**src/rtl/burst_evid_counter.sv**
```systemverilog
module burst_evid_counter #(
  parameter int TS_W   = 32,
  parameter int EVT_W  = 24,
  parameter int FINE_W = 8
) (
  input  logic              clk,
  input  logic              rst_n,
  input  logic              burst_start,
  input  logic              burst_end,
  input  logic              trig_accept,
  input  logic              sync_pulse,
  input  logic              evt_ack,
  output logic [TS_W-1:0]   ts_now,
  output logic              ts_ovf,
  output logic [FINE_W-1:0] fine_phase,
  output logic              fine_tick,
  output logic              in_burst,
  output logic              cap_valid,
  output logic [TS_W-1:0]   cap_ts,
  output logic [EVT_W-1:0]  cap_evt,
  output logic [EVT_W-1:0]  eob_total,
  output logic              eob_ready
);

  localparam logic [TS_W-1:0]   TS_MAX   = '1;
  localparam logic [TS_W-1:0]   TS_ONE   = 1;
  localparam logic [EVT_W-1:0]  EVT_MAX  = '1;
  localparam logic [EVT_W-1:0]  EVT_ONE  = 1;
  localparam logic [FINE_W-1:0] FINE_ONE = 1;

  logic [EVT_W-1:0] evt_cnt;
  logic             restart;
  logic             take;
  logic             closing;
  logic [EVT_W-1:0] evt_next;

  assign restart   = burst_start | sync_pulse;
  assign take      = trig_accept & in_burst & ~restart;
  assign closing   = burst_end & in_burst & ~burst_start;
  assign evt_next  = (take && evt_cnt != EVT_MAX) ? evt_cnt + EVT_ONE : evt_cnt;
  assign fine_tick = &fine_phase;

  always_ff @(posedge clk) begin
    if (!rst_n) begin
      fine_phase <= '0;
    end else if (sync_pulse) begin
      fine_phase <= '0;
    end else begin
      fine_phase <= fine_phase + FINE_ONE;
    end
  end

  always_ff @(posedge clk) begin
    if (!rst_n) begin
      ts_now  <= '0;
      ts_ovf  <= 1'b0;
      evt_cnt <= '0;
    end else if (restart) begin
      ts_now  <= '0;
      ts_ovf  <= 1'b0;
      evt_cnt <= '0;
    end else begin
      evt_cnt <= evt_next;
      if (in_burst) begin
        if (ts_now == TS_MAX) ts_ovf <= 1'b1;
        else                  ts_now <= ts_now + TS_ONE;
      end
    end
  end

  always_ff @(posedge clk) begin
    if (!rst_n) begin
      in_burst <= 1'b0;
    end else if (burst_start) begin
      in_burst <= 1'b1;
    end else if (burst_end) begin
      in_burst <= 1'b0;
    end
  end

  always_ff @(posedge clk) begin
    if (!rst_n) begin
      cap_valid <= 1'b0;
      cap_ts    <= '0;
      cap_evt   <= '0;
    end else begin
      cap_valid <= take;
      if (take) begin
        cap_ts  <= ts_now;
        cap_evt <= evt_cnt;
      end
    end
  end

  always_ff @(posedge clk) begin
    if (!rst_n) begin
      eob_total <= '0;
      eob_ready <= 1'b0;
    end else if (closing) begin
      eob_total <= evt_next;
      eob_ready <= 1'b1;
    end else if (evt_ack) begin
      eob_ready <= 1'b0;
    end
  end

endmodule

```
**config.mk**
```make
export PLATFORM = sky130hd
export DESIGN_NAME = burst_evid_counter
export DESIGN_NICKNAME = d
export VERILOG_FILES = /design/src/rtl/burst_evid_counter.sv
export SDC_FILE = /design/constraint.sdc
export NUM_CORES = 1
export LEC_CHECK = 0
export ABC_AREA = 0
export BUFFER_PORTS_ARGS = -buffer_cell sky130_fd_sc_hd__buf_2
export CAP_MARGIN = 20
export CORE_MARGIN = 5
export CORE_UTILIZATION = 25
export CTS_BUF_LIST = sky130_fd_sc_hd__clkbuf_8 sky130_fd_sc_hd__clkbuf_16
export CTS_CLUSTER_SIZE = 28
export DETAILED_ROUTE_END_ITERATION = 12
export GPL_TIMING_DRIVEN = 0
export PLACE_DENSITY = 0.43
export SETUP_SLACK_MARGIN = 0.05
export SLEW_MARGIN = 20
export SYNTH_ARGS = -nofsm -noshare
export SYNTH_HDL_FRONTEND = slang
export SYNTH_SLANG_ARGS = --single-unit
```
**constraint.sdc**
```tcl
create_clock -name clk -period 5.11 [get_ports clk]
set_input_delay 0.511 -clock clk [delete_from_list [all_inputs] [get_ports clk]]
set_output_delay 0.511 -clock clk [all_outputs]
set_load 0.02 [all_outputs]
```
==> results.yml <==
synthesis:
  yosysWarnings: 0
  synth.area.top_cells: "dfxtp_1 50%, a21oi_1 8.6%, nand2_1 8.2%"
  synth-compound-area-share_pct: 16.71
  syn_nets: 723
  yosys.area.top_type: "dfxtp_1"
  ys_seq_area_share_pct: 49.58
  synth_adder_area_share_pct: 0.6281
  yosysUniqueCellTypes: 52
  synth_cells: 713
  yosys_most_used_dff: "dfxtp_1"
  muxShareOfSynthArea_pct: 0.1675
  synth_xor_area_share_pct: 4.544
  synth_edf_count: 0
  syn_area_um2: 5976
  synth_top_family_by_area: "simple AND/OR/NAND/NOR gates"
  synthSimpleGateAreaFrac_pct: 24.79
  ys_ff_latch: 148
  async_reset_ff_share_pct: 0
  syn_area_per_cell_um2: 8.381
  synthDominantCellAreaShare_pct: 49.58
setup_path:
  crit_fanout: 10
  start_kind: "flip-flop"
  slowest_delay_ns: 0.55
  path_class: "reg -> reg"
  critPathTopFamily: "simple AND/OR/NAND/NOR gates"
  path_cells: "ha_1 > and4_1 > nand3_1 > o31ai_4 > buf_2 > xor2_1 > nor2_1"
  arrival_ns: 2.86
  path_buf_inv: 1
  r2r_setup_slack_ns: 2.53
  crit_required_ns: 5.39
  cpMaxStageDelayCell: "o31ai_4"
  end_kind: "flip-flop"
power_and_ir_drop:
  p_clk_share_pct: 50.2
  seqPwrFrac_pct: 46.6
  intPower_mw: 1.907
  swShare_pct: 23.87
  switchingPower_mw: 0.5980
  p_comb_share_pct: 3.2
  peakVddDrop_mv: 0.1965
  power.density_nw_per_um2: 329.0
  leakage_nw: 2.786
hold_path:
  hold_class: "in -> reg"
outcome:
  status: "completed"
route:
  drc: 0
  wl_per_cell_um: 15.85
  routed_via_density: 4.632
  initialDrtViolationCount: 310
  dr.pass1.iters: 4
  vias: 5535
  routed_wl_um: 18950
  ant_nets: 0
timing:
  hold_violations: 0
  fin_hold_ws_ns: 0.3919
  max_slew_margin_pct: 25.65
  setup_tns_ns: 0
  clock_skew_ns: 0.009506
  setup_ws_ns: 2.532
  fin_crit_sh_pct: 50.44
  fmax_mhz: 388.0
  setup_viol: 0
  finalMaxSlewViolations: 0
  worst_slew_pin_slew_ns: 1.105
  rsz0062_at_grt: "no"
  fin_crit_ns: 2.578
clock_network:
  cts_resized: 0
  postCtsSetupBuffers: 0
  clock_path_buffers: 2
  clkTransAtPathRegs_ns: 0.06
  cts_root_buf: "clkbuf_16"
  numCtsBuffers: 17
  htreeDepth: 4
  insertion_delay_ns: 0.42
  cts_tree: "done"
  clock-sinks: 148
  postCtsHoldBufs: 0
place:
  io_buffers: 131
  dp_hpwl_um: 14010
  gp_congestion: 0.7642
  post-place-ws_ns: 2.538
  place_area_um2: 7030
grt:
  grt_pass1_wl_um: 30040
  grt_pass1_vias: 5391
  grtUsageTotal_pct: 14.13
  grt_max_degree: 17
  antenna_found_initial: 0
  grt_remaining_overflow: 0
die:
  ioPinCount: 132
  core-area_um2: 23470
  start_util_pct: 25.46
  die_w_um: 164.6
  placementRows: 56
  die_h_um: 164.6
  floorplan.die_area_um2: 27090
cells_and_area:
  layout_commonest_cell: "dfxtp_1"
  area_growth_pct: 27.43
  drive_gt1_share_pct: 21.00
  mostFrequentLayoutCells: "148 x dfxtp_1, 135 x buf_2, 131 x nand2_1"
  finalNetCount: 873
  antenna_cells: 0
  final_area_um2: 7615
run:
  maxCapViolations: 0
tightest hold or removal path, cell delays in order:
cell     delay (ns)
buf_2          0.10
inv_1          0.04
a21oi_1        0.05
nor2_1         0.07
power by group through the flow:
stage | Sequential (mW) | Combinational, mW | Clock, mW
6_report | 1.17 | 0.0807 | 1.26
5_1_grt | 1.17 | 0.0888 | 1.35
4_1_cts | 1.17 | 0.0829 | 1.30
3_5_place_dp | 1.19 | 0.0826 | 0
3_3_place_gp | 1.19 | 0.0827 | 0
2_1_floorplan | 1.20 | 0.0359 | 0
synth_stat cells (4+ instances only):
| master | count |
|---|---|
| o21ai_1 | 14 |
| and4_1 | 5 |
| or4_1 | 8 |
| buf_2 | 4 |
| nand4_1 | 14 |
| xor2_1 | 14 |
| o31ai_1 | 7 |
| a211oi_1 | 7 |
| o211ai_1 | 6 |
| nor4b_1 | 4 |
| a31oi_1 | 5 |
| nor4_1 | 6 |
| a21oi_1 | 103 |
| or3_1 | 21 |
| nor3_1 | 8 |
| nand2_1 | 131 |
| nor2_1 | 52 |
| dfxtp_1 | 148 |
| o21ai_0 | 32 |
| inv_1 | 9 |
| xnor2_1 | 17 |
| clkbuf_1 | 28 |
| buf_1 | 5 |
| nand3_1 | 23 |
through the flow:
step                instances  utilization [%]  power [mW]
finish                   1195            32.44       2.505
global route             1195            32.44       2.604
CTS                      1195            32.44       2.549
detailed placement       1163            29.95       1.277
global placement         1163            29.95       1.277
floorplan                 713                -       1.240
flip-flops by register name (all words and copies together) (netlist names):
register    count
cap_evt        24
cap_ts         32
cap_valid       1
eob_ready       1
eob_total      24
evt_cnt        24
fine_phase      8
in_burst        1
ts_now         32
ts_ovf          1
cells by family (layout without fill, tap and decap cells):
family                   count (synthesis)  in the layout
adder cells (fa/ha/maj)                  3              3
multiplexers                             1              1
AO/OA/AOI/OAI                          181            181
flip-flops                             148            148
AND/OR/NAND/NOR                        299            299
buffers and inverters                   50            213
XOR/XNOR                                31             31
layout make-up:
class	instances	area (um^2)
Buffer	40	176.4
Clock buffer	17	425.4
Clock inverter	15	158.9
Fill cell	2554	15860
Inverter	10	37.54
Multi-Input combinational cell	515	2799
Sequential cell	148	2963
Tap cell	319	399.1
Timing Repair Buffer	131	655.6
path summary, 6_finish.rpt:
path	from	to	cells after the start
setup / recovery	ts_now[0]$_SDFFE_PP0P_	ts_now[0]$_SDFFE_PP0P_	7
hold / removal	evt_ack	eob_ready$_SDFFE_PN0P_	4
setup reg to reg	ts_now[0]$_SDFFE_PP0P_	ts_now[0]$_SDFFE_PP0P_	7
hold reg to reg	cap_ts[12]$_SDFFE_PN0P_	cap_ts[12]$_SDFFE_PN0P_	2
routing by layer:
layer / wire length, um / track usage (%) / up-vias
li1: - / - / 2811
met1: 9316 / 19.58 / 2607
met2: 8631 / 22.64 / 108
met3: 889 / 3.494 / 9
met4: 108 / 2.457 / 0
met5: 0 / 0 / -
No activity file was read; power rests on OpenSTA's default activity.
